<file path="config.mk">
export PLATFORM = sky130hd
export DESIGN_NAME = tri_bridge_claim
export DESIGN_NICKNAME = d
export VERILOG_FILES = /design/src/rtl/xb_pkg.sv /design/src/rtl/xb_rst_sync.sv /design/src/rtl/xb_win_decode.sv /design/src/rtl/xb_delay_slot.sv /design/src/rtl/tri_bridge_claim.sv
export SDC_FILE = /design/constraint.sdc
export NUM_CORES = 1
export LEC_CHECK = 0
export ABC_AREA = 1
export BUFFER_PORTS_ARGS = -buffer_cell sky130_fd_sc_hd__buf_2
export CAP_MARGIN = 10
export CORE_ASPECT_RATIO = 0.5
export CORE_MARGIN = 4
export CORE_UTILIZATION = 25
export CTS_CLUSTER_SIZE = 16
export DETAILED_ROUTE_END_ITERATION = 7
export GPL_ROUTABILITY_DRIVEN = 0
export PLACE_DENSITY_LB_ADDON = 0.1
export SLEW_MARGIN = 20
export SYNTH_ARGS = -nofsm -noshare
export SYNTH_HDL_FRONTEND = slang
export SYNTH_SLANG_ARGS = --single-unit
</file>
<file path="constraint.sdc">
create_clock -name clk -period 5.2 [get_ports clk]
set_input_delay 0.52 -clock clk [delete_from_list [all_inputs] [get_ports clk]]
set_output_delay 0.52 -clock clk [all_outputs]
set_load 0.01 [all_outputs]
</file>
<file path="src/rtl/xb_pkg.sv">
package xb_pkg;
  localparam int unsigned NPORT = 3;
  localparam int unsigned PIDW  = 2;
  localparam int unsigned CMDW  = 4;

  typedef enum logic [1:0] {
    SLOT_EMPTY = 2'd0,
    SLOT_PEND  = 2'd1,
    SLOT_READY = 2'd2
  } slot_st_e;

  localparam logic [CMDW-1:0] CMD_MEM_WR  = 4'b0111;
  localparam logic [CMDW-1:0] CMD_MEM_WRI = 4'b1111;

  function automatic logic cmd_postable(input logic [CMDW-1:0] c);
    return (c == CMD_MEM_WR) || (c == CMD_MEM_WRI);
  endfunction
endpackage

</file>
<file path="src/rtl/xb_rst_sync.sv">
module xb_rst_sync (
  input  logic clk,
  input  logic arst_n,
  output logic rst_sn
);
  logic [1:0] sync_q;

  always_ff @(posedge clk or negedge arst_n) begin
    if (!arst_n) sync_q <= 2'b00;
    else         sync_q <= {sync_q[0], 1'b1};
  end

  assign rst_sn = sync_q[1];
endmodule

</file>
<file path="src/rtl/xb_win_decode.sv">
module xb_win_decode #(
  parameter int unsigned    AW = 32,
  parameter logic [AW-1:0] LO = '0,
  parameter logic [AW-1:0] HI = '1
) (
  input  logic [AW-1:0] addr,
  output logic          hit
);
  assign hit = (addr >= LO) && (addr <= HI);
endmodule

</file>
<file path="src/rtl/xb_delay_slot.sv">
module xb_delay_slot
  import xb_pkg::*;
#(
  parameter int unsigned AW  = 32,
  parameter int unsigned BEW = 4
) (
  input  logic            clk,
  input  logic            rst_n,
  input  logic            req,
  input  logic [PIDW-1:0] req_tport,
  input  logic [AW-1:0]   req_addr,
  input  logic [CMDW-1:0] req_cmd,
  input  logic [BEW-1:0]  req_be,
  input  logic            tgt_done,
  output logic            grant_done,
  output logic            fwd_req,
  output logic [PIDW-1:0] fwd_tport,
  output logic [AW-1:0]   fwd_addr,
  output logic [CMDW-1:0] fwd_cmd,
  output logic [BEW-1:0]  fwd_be
);
  slot_st_e st_q, st_d;
  logic     load_en;
  logic     same_cyc;

  assign same_cyc = (req_addr == fwd_addr) && (req_cmd == fwd_cmd) && (req_be == fwd_be);

  always_comb begin
    st_d       = st_q;
    load_en    = 1'b0;
    grant_done = 1'b0;
    unique case (st_q)
      SLOT_EMPTY: if (req) begin
        load_en = 1'b1;
        st_d    = SLOT_PEND;
      end
      SLOT_PEND:  if (tgt_done) st_d = SLOT_READY;
      SLOT_READY: if (req && same_cyc) begin
        grant_done = 1'b1;
        st_d       = SLOT_EMPTY;
      end
      default:    st_d = SLOT_EMPTY;
    endcase
  end

  always_ff @(posedge clk or negedge rst_n) begin
    if (!rst_n) st_q <= SLOT_EMPTY;
    else        st_q <= st_d;
  end

  always_ff @(posedge clk or negedge rst_n) begin
    if (!rst_n) begin
      fwd_tport <= '0;
      fwd_addr  <= '0;
      fwd_cmd   <= '0;
      fwd_be    <= '0;
    end else if (load_en) begin
      fwd_tport <= req_tport;
      fwd_addr  <= req_addr;
      fwd_cmd   <= req_cmd;
      fwd_be    <= req_be;
    end
  end

  assign fwd_req = (st_q == SLOT_PEND);

  // a waiting request is held, unchanged, until the target answers
  assert_req_hold_R6: assert property (@(posedge clk) disable iff (!rst_n)
    (fwd_req && !tgt_done) |=> (fwd_req && $stable(fwd_addr) && $stable(fwd_cmd) && $stable(fwd_be)));

  // a completed repeat frees the slot
  assert_free_after_done_R7: assert property (@(posedge clk) disable iff (!rst_n)
    grant_done |=> (st_q == SLOT_EMPTY));

  // an occupied slot never takes a new request
  assert_no_relatch_R8: assert property (@(posedge clk) disable iff (!rst_n)
    (st_q != SLOT_EMPTY) |=> ($stable(fwd_addr) && $stable(fwd_cmd) && $stable(fwd_be) && $stable(fwd_tport)));
endmodule

</file>
<file path="src/rtl/tri_bridge_claim.sv">
module tri_bridge_claim
  import xb_pkg::*;
#(
  parameter int unsigned    AW      = 32,
  parameter int unsigned    BEW     = 4,
  parameter logic [AW-1:0] WIN0_LO = 32'h0000_0000,
  parameter logic [AW-1:0] WIN0_HI = 32'h3FFF_FFFF,
  parameter logic [AW-1:0] WIN1_LO = 32'h4000_0000,
  parameter logic [AW-1:0] WIN1_HI = 32'h5FFF_FFFF,
  parameter logic [AW-1:0] WIN2_LO = 32'h6000_0000,
  parameter logic [AW-1:0] WIN2_HI = 32'h7FFF_FFFF
) (
  input  logic                  clk,
  input  logic                  rst_n,
  input  logic [NPORT-1:0]      in_valid,
  input  logic [NPORT*AW-1:0]   in_addr,
  input  logic [NPORT*CMDW-1:0] in_cmd,
  input  logic [NPORT*BEW-1:0]  in_be,
  input  logic                  pri_peer_sel,
  output logic [NPORT-1:0]      out_devsel,
  output logic [NPORT-1:0]      out_done,
  output logic [NPORT-1:0]      out_retry,
  output logic [NPORT-1:0]      fwd_req,
  output logic [NPORT*PIDW-1:0] fwd_tport,
  output logic [NPORT*AW-1:0]   fwd_addr,
  output logic [NPORT*CMDW-1:0] fwd_cmd,
  output logic [NPORT*BEW-1:0]  fwd_be,
  input  logic [NPORT-1:0]      fwd_done
);
  logic rst_sn;

  xb_rst_sync u_rst (
    .clk   (clk),
    .arst_n(rst_n),
    .rst_sn(rst_sn)
  );

  logic [NPORT-1:0] claim_w, post_w, dly_w, slot_done_w;
  logic [NPORT-1:0] devsel_d, done_d, retry_d;

  for (genvar p = 0; p < NPORT; p++) begin : g_port
    localparam logic IS_PRI = (p == 0);
    logic [NPORT-1:0] hit;
    logic [PIDW-1:0]  tgt;
    logic             any_hit;

    for (genvar t = 0; t < NPORT; t++) begin : g_win
      localparam logic [AW-1:0] LO = (t == 0) ? WIN0_LO : (t == 1) ? WIN1_LO : WIN2_LO;
      localparam logic [AW-1:0] HI = (t == 0) ? WIN0_HI : (t == 1) ? WIN1_HI : WIN2_HI;
      xb_win_decode #(.AW(AW), .LO(LO), .HI(HI)) u_dec (
        .addr(in_addr[p*AW +: AW]),
        .hit (hit[t])
      );
    end

    // lowest window index wins if windows overlap
    always_comb begin
      if (hit[0])      tgt = PIDW'(0);
      else if (hit[1]) tgt = PIDW'(1);
      else             tgt = PIDW'(2);
    end
    assign any_hit = |hit;

    assign claim_w[p] = in_valid[p] & any_hit & (tgt != PIDW'(p)) & ~(IS_PRI & pri_peer_sel);
    assign post_w[p]  = claim_w[p] & cmd_postable(in_cmd[p*CMDW +: CMDW]);
    assign dly_w[p]   = claim_w[p] & ~post_w[p];

    xb_delay_slot #(.AW(AW), .BEW(BEW)) u_slot (
      .clk       (clk),
      .rst_n     (rst_sn),
      .req       (dly_w[p]),
      .req_tport (tgt),
      .req_addr  (in_addr[p*AW +: AW]),
      .req_cmd   (in_cmd[p*CMDW +: CMDW]),
      .req_be    (in_be[p*BEW +: BEW]),
      .tgt_done  (fwd_done[p]),
      .grant_done(slot_done_w[p]),
      .fwd_req   (fwd_req[p]),
      .fwd_tport (fwd_tport[p*PIDW +: PIDW]),
      .fwd_addr  (fwd_addr[p*AW +: AW]),
      .fwd_cmd   (fwd_cmd[p*CMDW +: CMDW]),
      .fwd_be    (fwd_be[p*BEW +: BEW])
    );

    // device-select comes with exactly one termination
    assert_devsel_term_R11: assert property (@(posedge clk) disable iff (!rst_sn)
      out_devsel[p] |-> ($countones({out_done[p], out_retry[p]}) == 1));
    assert_no_term_alone_R11: assert property (@(posedge clk) disable iff (!rst_sn)
      !out_devsel[p] |-> (!out_done[p] && !out_retry[p]));
  end

  always_comb begin
    devsel_d = claim_w;
    done_d   = post_w | slot_done_w;
    retry_d  = dly_w & ~slot_done_w;
  end

  always_ff @(posedge clk or negedge rst_sn) begin
    if (!rst_sn) begin
      out_devsel <= '0;
      out_done   <= '0;
      out_retry  <= '0;
    end else begin
      out_devsel <= devsel_d;
      out_done   <= done_d;
      out_retry  <= retry_d;
    end
  end

  // a peer claim on port 0 always keeps the bridge silent there
  assert_peer_silent_R1: assert property (@(posedge clk) disable iff (!rst_sn)
    (in_valid[0] && pri_peer_sel) |=> !out_devsel[0]);
endmodule

</file>
After elaboration in Yosys (flattened, before gate mapping)
Cells that the tools add are included.
- bits in registers: 143
- input bits: 129
- output and inout bits: 138
- equality and inequality tests: 32
- $lt $le $gt $ge: 18
- reductions and logical operators: 31
- bitwise gates (word level): 20
- mux-type cells: 30
- operator list (operator ; count):
    32-bit by 31-bit greater-or-equal comparator with 1-bit output, second input constant ; 6
    32-bit by 31-bit <= comparator with 1-bit output, second input constant ; 6
    32-bit equality test ; 3
    32-bit by 1-bit greater-or-equal comparator with 1-bit output, second input constant ; 3
    32-bit by 30-bit <= comparator with 1-bit output, second input constant ; 3
    2-bit two-way mux ; 15
    4-bit equality test ; 6
    1-bit logical AND ; 18
    2-bit case mux with 3 select lines ; 3
    2-bit by 1-bit inequality test with 1-bit output, second input constant ; 7
    1-bit bitwise AND ; 13
    4-bit by 3-bit equality test with 1-bit output, second input constant ; 3
    4-bit equality test, second input constant ; 3
    1-bit two-way mux ; 12
    3-bit AND reduction ; 3
    3-bit OR reduction ; 3
    2-bit inequality test, second input constant ; 4
    2-bit by 1-bit equality test with 1-bit output, second input constant ; 3
    2-bit equality test, second input constant ; 3
    2-bit zero test ; 3
    1-bit NOT ; 4
    3-bit bitwise AND ; 1
    1-bit logical OR ; 3
    3-bit NOT ; 1
    other kinds (2) ; 2

Logic depth before layout (Yosys ltp)
Gate-level depths: netlist of the first run.
- word-level depth: 15
- mapped depth: 11

Cells and area by module
A second synthesis of the first run with hierarchy kept.
- cells, all modules: 1346
- area, all modules: 8881.0 sq um
- modules (own cells, without submodules) (module ; instances ; cells each ; area each (sq um) ; seq. area each (sq um)):
    xb_delay_slot ; 3 ; 424 ; 2768.9 ; 1101.1
    tri_bridge_claim ; 1 ; 58 ; 447.9 ; 225.2
    xb_rst_sync ; 1 ; 3 ; 53.8 ; 50.0
    xb_win_decode (g_port[0].g_win[1].u_dec ...) ; 3 ; 2 ; 13.8 ; 0.0
    xb_win_decode (g_port[0].g_win[2].u_dec ...) ; 2 ; 2 ; 10.0 ; 0.0
    xb_win_decode (g_port[0].g_win[0].u_dec ...) ; 3 ; 1 ; 3.8 ; 0.0

Worst setup path after synthesis of the first run
OpenSTA, ideal clock, no wires.
- path kind: input-to-reg
- from: input in_addr[61]
- to: register g_port[1].u_slot.fwd_addr[21]
- setup time: 117 ps
- slack: 3599 ps
- cell stages on the path: 10
- data arrival time: 1484 ps
- cell sequence: inv_1 > nand3_1 > nand3_1 > nor2_1 > inv_1 > nor3_4 > inv_1 > buf_2 > nand2_1 > nand2_1
- longest elaborated chain between the ends: 11
- elaborated cells between the ends (all ways): 20
- those cells by class: order compare (6); eq/ne (1); mux (4); bitwise (5); reduce/logical (4)
- RTL lines (item ; RTL line ; RTL):
    start: declaration ; tri_bridge_claim.sv:16 ; input logic [NPORT*AW-1:0] in_addr,
    32-bit by 31-bit greater-or-equal comparator with 1-bit output or 32-bit by 31-bit <= comparator with 1-bit output (tied branches) ; xb_win_decode.sv:9 ; assign hit = (addr >= LO) && (addr <= HI);
    1-bit logical AND ; xb_win_decode.sv:9 ;
    2-bit two-way mux ; tri_bridge_claim.sv:59 ; else if (hit[1]) tgt = PIDW'(1);
    2-bit two-way mux ; tri_bridge_claim.sv:58 ; if (hit[0]) tgt = PIDW'(0);
    2-bit by 1-bit inequality test with 1-bit output ; tri_bridge_claim.sv:64 ; assign claim_w[p] = in_valid[p] & any_hit & (tgt != PIDW'(p)) & ~(IS_PRI & pri_peer_sel);
    1-bit bitwise AND * ; tri_bridge_claim.sv:64 ;
    1-bit bitwise AND ; tri_bridge_claim.sv:65 ; assign post_w[p] = claim_w[p] & cmd_postable(in_cmd[p*CMDW +: CMDW]);
    1-bit NOT ; tri_bridge_claim.sv:66 ; assign dly_w[p] = claim_w[p] & ~post_w[p];
    1-bit bitwise AND * ; tri_bridge_claim.sv:66 ;
    1-bit two-way mux * ; xb_delay_slot.sv:33 ; SLOT_EMPTY: if (req) begin
    1-bit two-way mux * ; xb_delay_slot.sv:32 ; unique case (st_q)
    end signal: assignment ; xb_delay_slot.sv:59 ; fwd_addr <= req_addr;
    end: declaration ; xb_delay_slot.sv:18 ; output logic [AW-1:0] fwd_addr,
Mark *: on every way between the ends. The rest lies on a longest branch, timed or not.
A chain may end at the register's enable or synchronous reset.

Worst setup path in the final report of the first run
- from: input in_addr[31]
- to: register g_port[0].u_slot.fwd_be[0]
- longest elaborated chain between the ends: 12
- elaborated cells between the ends (all ways): 21
- those cells by class: order compare (6); mux (4); bitwise (6); reduce/logical (5)
- RTL lines (item ; RTL line ; RTL):
    32-bit by 31-bit greater-or-equal comparator with 1-bit output or 32-bit by 31-bit <= comparator with 1-bit output (tied branches) ; xb_win_decode.sv:9 ;
    1-bit logical AND ; xb_win_decode.sv:9 ;
    2-bit two-way mux ; tri_bridge_claim.sv:59 ;
    2-bit two-way mux ; tri_bridge_claim.sv:58 ;
    2-bit nonzero test ; tri_bridge_claim.sv:64 ;
    1-bit bitwise AND * (2 in series) ; tri_bridge_claim.sv:64 ;
    named net claim_w[0] ; tri_bridge_claim.sv:38 ; logic [NPORT-1:0] claim_w, post_w, dly_w, slot_done_w;
    1-bit bitwise AND ; tri_bridge_claim.sv:65 ;
    1-bit NOT ; tri_bridge_claim.sv:66 ;
    1-bit bitwise AND * ; tri_bridge_claim.sv:66 ;
    1-bit two-way mux * ; xb_delay_slot.sv:33 ;
    1-bit two-way mux * ; xb_delay_slot.sv:32 ;
    end signal: assignment ; xb_delay_slot.sv:61 ; fwd_be <= req_be;
    end: declaration ; xb_delay_slot.sv:20 ; output logic [BEW-1:0] fwd_be
Mark *: on every way through the listed nets, which the timed path passes. The rest lies on a longest branch.

==> reports/results.ini, run 1 <==
[synthesis]
ys_warn_count=0
yosysUniqueCellTypes=24
synth.avg_cell_area_um2=6.89
seq_area_frac_synth=0.450
syn_area_mm2=0.00795
ys_seq_elements=143
netlist_instances=1154
synthesis.nets=1283

[drt]
drt_iter0_markers=390
dr.pass1.iters=4
via_per_inst=4.11
routed_wl_um=25700
via_count=7612
drc=0
wl_per_cell_um=13.8
drt.antenna.violating_nets=0

[worst_setup_path]
critPathLaunchType=primary input
reg2reg_depth=4
arrival_ns=2.52
cp.required_ns=5.52
path_max_fanout=30
path_class=in2reg
cp-end-kind=register

[global_route]
antenna_found_initial=1
grt_pass1_wl_um=40300
use_met3=0.0404
grtUsageMet1=0.173
grtUsageTotal=0.148
gr-total-overflow=0
busiest_layer=met2
met2_usage=0.269
grt_pass1_vias=7536
grt_max_degree=69

[place]
portBuffers=266
hpwlAfterDp_um=19800
placed_cell_area_mm2=0.00969

[cts]
numCtsBuffers=17
root_buffer=clkbuf_16
clock_sinks=143
clock_path_buffers=2
cts-htree-levels=4
clk_latency_ns=0.43
hold_buffers=1
cts.clk_slew.worst_paths_ns=0.07
cts_tree=done
post_cts_resized=0
post-cts-setup-buffers=0

[pwr]
p_leak_nw=5.75
peakVddDrop_mv=0.236
p_per_area_mw_per_mm2=533

[final_layout]
fill_cells=3395
nets=1547
fin_area_mm2=0.0102
num_antenna_cells=0
final_util=0.333
area_delta_synth_final_pct=28.8
drive_gt1_frac=0.217

[floorplan]
pin_count=267
placementRows=45
fp.dieW_um=260
initial_core_util=0.258
coreArea_mm2=0.0308
die_h_um=134
dieArea_mm2=0.0349

[timing]
finalHoldViolCount=0
finalSetupViolations=0
finClkSkew_ns=0.00865
fmax_mhz=456
fin_crit_ns=2.19
slew_headroom=0.366
worst_slew_pin_slew_ns=0.948
whs_ns=0.249
fin_tns_setup_ns=0
fin_crit_sh=0.422
rsz0062_at_grt=no
drv_slew=0

[flow_run]
cap_viol_max_count=0

[min_path]
hold_path_depth=2
hold_path_class=in2reg

[status]
status=complete, no violations

critical path, cell delays in order:
cell,delay [ns]
buf_2,0.11
o21ai_1,0.08
nor3_2,0.17
nand2_1,0.16
nor3_4,0.75
inv_1,0.50
nand2_1,0.15
nand2_1,0.06
layout make-up:
type                    count  area [µm²]  area share
flip-flops and latches    143        3580       0.350
well taps                 423         529      0.0517
clock inverters            14         110      0.0108
multi-input cells         820        3600       0.351
repair buffers            272        1380       0.135
inverters                 164         616      0.0601
clock buffers              18         429      0.0419
cells in the final DEF (no fill, tap or decap), types with 9 or more instances in the layout:
cell type	count
clkbuf_16	17
xor2_1	13
o21ai_0	63
xnor2_1	51
inv_1	163
nor2_1	90
nand4_1	12
buf_2	266
nand2_1	559
dfrtp_1	142
nand3_1	9
state kept, by name, summed over array words and instances, names as in the netlist:
register	flops
g_port.u_slot.st_q	6
g_port.u_slot.fwd_tport	6
g_port.u_slot.fwd_addr	96
u_rst.sync_q	2
out_done	3
out_retry	3
g_port.u_slot.fwd_be	12
out_devsel	3
g_port.u_slot.fwd_cmd	12
kinds of logic after synthesis:
logic type,after synthesis,synth area share
buffers and inverters,191,0.0983
other,1,0.000472
AO/OA/AOI/OAI,77,0.0500
AND/OR/NAND/NOR,678,0.331
XOR/XNOR,64,0.0705
flip-flops,143,0.450
routing by layer:
layer,share of wire,vias up
li1,-,3959
met1,0.42,3475
met2,0.51,154
met3,0.051,22
met4,0.013,2
met5,0.00051,-
power breakdown:
part | internal (W) | switching (W) | total (W)
Combinational | 0.000901 | 0.00133 | 0.00223
Sequential | 0.00159 | 0.000462 | 0.00205
Clock | 0.000616 | 0.000557 | 0.00117
Total | 0.00311 | 0.00235 | 0.00546
stage by stage:
stage                     setup WS (ns)  total power (W)  cells
after floorplan                   0.921          0.00337   1154
after global placement             2.56          0.00433   1821
after detailed placement           2.50          0.00437   1821
after CTS                          2.98          0.00558   1854
after global routing               2.78          0.00596   1854
final                              3.01          0.00546   1854
synth_stat cells:
cell / n / area share
o31ai_1: 3 / 0.0028
dfrtp_1: 143 / 0.45
o21a_1: 2 / 0.0019
nor2_1: 90 / 0.042
xor2_1: 13 / 0.014
clkbuf_1: 8 / 0.0038
inv_1: 163 / 0.077
nand2_1: 559 / 0.26
conb_1: 1 / 0.00047
a21oi_1: 7 / 0.0044
nor3_1: 1 / 0.00063
buf_4: 4 / 0.0038
o21ai_0: 63 / 0.040
clkinv_1: 1 / 0.00047
buf_6: 5 / 0.0071
nand4_1: 12 / 0.0094
nor3_2: 1 / 0.0013
o21ai_1: 2 / 0.0013
nand3_1: 10 / 0.0063
nand3b_1: 1 / 0.00094
nor3_4: 2 / 0.0041
or2_2: 2 / 0.0016
xnor2_1: 51 / 0.056
buf_2: 10 / 0.0063
worst paths after layout:
check | from | end | slack [ns]
max | in_addr[31] | g_port[0].u_slot.fwd_be[0] | 3.01
min | pri_peer_sel | out_devsel[0] | 0.25
max reg2reg | g_port[0].u_slot.st_q[1] | g_port[0].u_slot.fwd_be[0] | 3.11
min reg2reg | u_rst.sync_q[0] | u_rst.sync_q[1] | 0.35
max in group asynchronous | u_rst.sync_q[1] | g_port[1].u_slot.fwd_addr[31] | 3.64
min in group asynchronous | u_rst.sync_q[1] | out_done[1] | 0.37
(Power assumes the default switching activity.)
==> inputs of run 2 (changes only) <==
==> constraint.sdc (replaced) <==
create_clock -name clk -period 2.15 [get_ports clk]
set_input_delay 0.215 -clock clk [delete_from_list [all_inputs] [get_ports clk]]
set_output_delay 0.215 -clock clk [all_outputs]
set_load 0.01 [all_outputs]
==> run 2 against run 1 <==
Compared with the run above: worst hold slack got worse by 0.22 ns; clock power rose by 150%; non-clock buffer count up 75; clock skew grew 0.0015 ns; utilization is 2.5 points higher; sequential share of layout area fell by 2.5 points; total power up 150%; critical endpoint is now g_port[1].u_slot.fwd_addr[7]; largest cell class unchanged; largest power group unchanged.
==> reports/results.ini, run 2 (synthesis gave the netlist of run 1 again) <==
[status]
status=complete, no violations

[cts]
clock_sinks=143  ; unchanged
cts_tree=done
post-cts-setup-buffers=0  ; unchanged
cts.clk_slew.worst_paths_ns=0.06  ; about the same
post_cts_resized=0  ; unchanged
clock_path_buffers=2  ; unchanged
root_buffer=clkbuf_16
numCtsBuffers=17  ; unchanged
cts-htree-levels=4  ; unchanged
clk_latency_ns=0.44  ; about the same

[final_layout]
regArea_mm2=0.00358  ; unchanged
final_util=0.358  ; +0.0253
fill_cells=3351  ; -1.3%
final_common_cell=nand2_1
multi_input_area_mm2=0.00360  ; unchanged
nets=1622  ; +4.8%
fin_area_mm2=0.0110  ; +7.6%
drive_gt1_frac=0.208  ; -0.00866
final_cell_mix=nand2_1 (559), buf_2 (266), inv_1 (163)
largestRegisters=g_port.u_slot.fwd_addr: 96 flops, g_port.u_slot.fwd_be: 12 flops, g_port.u_slot.fwd_cmd: 12 flops
num_antenna_cells=0  ; unchanged
top_register=g_port.u_slot.fwd_addr
largest_reg_flops=96  ; unchanged
stdcell_count=1928  ; +4.0%
area_delta_synth_final_pct=38.6

[drt]
via_per_inst=4.09  ; -0.28%
drc=0  ; unchanged
wl_per_cell_um=13.5  ; -2.7%
drt_iter0_markers=324  ; -17%
via_count=7894  ; +3.7%
dr.pass1.iters=5  ; +1
routed_wl_um=26000  ; +1.2%
drt.antenna.violating_nets=0  ; unchanged

[min_path]
hold_path_class=in2reg
whs_endpoint=g_port[0].u_slot.fwd_addr[28]
hp-start=in_addr[28]
hold_path_depth=3  ; +1

[worst_setup_path]
cp-end-kind=register
r2r_end=g_port[0].u_slot.st_q[1]
critPathLaunchType=primary input
cp_slowest_cell=dlygate4sd3_1
reg2reg_depth=8  ; +4
path_class=in2reg
path_max_fanout=43  ; +43%
r2r_slack_ns=0.68  ; -2.43 ns
path_buf_inv=5  ; +3
cp_cell_sequence=dlygate4sd3_1 > buf_2 > inv_1 > nand3_1 > nand3_1 > nor2_1 > inv_1 > nor3_4 > buf_4 > o21ai_0
rr_startpoint=g_port[0].u_slot.fwd_addr[30]
crit_family=buffers and inverters
arrival_ns=2.13  ; -0.39 ns
cp.required_ns=2.45  ; -3.07 ns
critPathMaxStageDelay_ns=0.52  ; -0.23 ns

[timing]
slew_headroom=0.556  ; +0.190
finalHoldViolCount=0  ; unchanged
worst_slew_pin_slew_ns=0.666  ; -0.282 ns
drv_slew=0  ; unchanged
fin_tns_setup_ns=0  ; unchanged
finClkSkew_ns=0.0101  ; +0.00149 ns
rsz0062_at_grt=no
fin_crit_sh=0.856
fmax_mhz=544
finalSetupViolations=0  ; unchanged
fin_crit_ns=1.84

[floorplan]
pin_count=267  ; unchanged
fp.dieW_um=260  ; unchanged
dieArea_mm2=0.0349  ; unchanged
initial_core_util=0.258  ; unchanged
placementRows=45  ; unchanged
die_h_um=134  ; unchanged
coreArea_mm2=0.0308  ; unchanged

[pwr]
peakVddDrop_mv=0.575  ; +140%
p_leak_nw=6.10  ; +6.0%
total_power_w=0.0134  ; +150%
p_per_area_mw_per_mm2=1210  ; +130%

[flow_run]
cap_viol_max_count=0  ; unchanged

[place]
placed_cell_area_mm2=0.00975  ; +0.57%
dp.cells=1825  ; +0.22%
portBuffers=266  ; unchanged
hpwlAfterDp_um=19800  ; about the same

[global_route]
antenna_found_initial=0  ; -1
busiest_layer=met2
met2_usage=0.275  ; +0.00583
grt_pass1_wl_um=40600  ; +0.70%
grtUsageMet1=0.171  ; -0.00201
grt_pass1_vias=7646  ; +1.5%
grt_max_degree=93  ; +35%
use_met3=0.0449  ; +0.00453
gr-total-overflow=0  ; unchanged
grtUsageTotal=0.149  ; +0.00121

run 2: changes by cell type in the layout (fill, tap and decap cells not counted), sizes merged:
cell	delta
buf	+4
bufinv	+1
clkinv	+3
clkinvlp	-3
dlygate4sd3	+71
inv	-2
run 2: stage by stage:
step           hold slack, ns  setup WS (ns)
2_1_floorplan         -0.0806          0.647
3_3_place_gp          0.00126          0.440
3_5_place_dp          0.00459          0.368
4_1_cts              0.000567          0.302
5_1_grt                0.0167          0.147
6_report               0.0287          0.311
run 2: how the worst max path moves through the flow:
stage,startpoint,end,slack [ns],cells past startpoint
finish,in_addr[61],g_port[1].u_slot.fwd_addr[7],0.31,10
global route,in_addr[61],g_port[1].u_slot.fwd_addr[7],0.15,10
CTS,in_addr[61],g_port[1].u_slot.fwd_addr[7],0.30,10
detailed placement,in_addr[61],g_port[1].u_slot.fwd_addr[7],0.37,9
global placement,in_addr[61],g_port[1].u_slot.fwd_addr[11],0.44,9
floorplan,u_rst.sync_q[1],g_port[0].u_slot.fwd_addr[0],0.65,0
run 2: layout make-up:
class	count	share of cell area
clock buffer	18	0.0398
clock inverter	13	0.0104
inverter	164	0.0559
multi-input combinational	820	0.326
sequential	143	0.325
tap	423	0.0480
timing repair buffer	347	0.195
run 2: worst min-delay path, stage by stage:
cell and delay, ns:
buf_2 0.10, nand2_1 0.05, o21ai_0 0.06
run 2: report_power, final:
part / switching, W / leakage [nW] / internal, W
sequential: 0.00110 / 1.79 / 0.00385
clock: 0.00128 / 0.265 / 0.00162
combinational: 0.00326 / 4.05 / 0.00228
run 2: per-layer routing:
layer	part of all wire	up-vias
li1	-	4097
met1	0.42	3634
met2	0.52	145
met3	0.052	18
met4	0.012	0
met5	0	-
run 2: repair_timing:
item,in CTS,in global routing
endpoints found under the hold margin,75,0
hold buffers,72,0
setup endpoints to repair,0,0
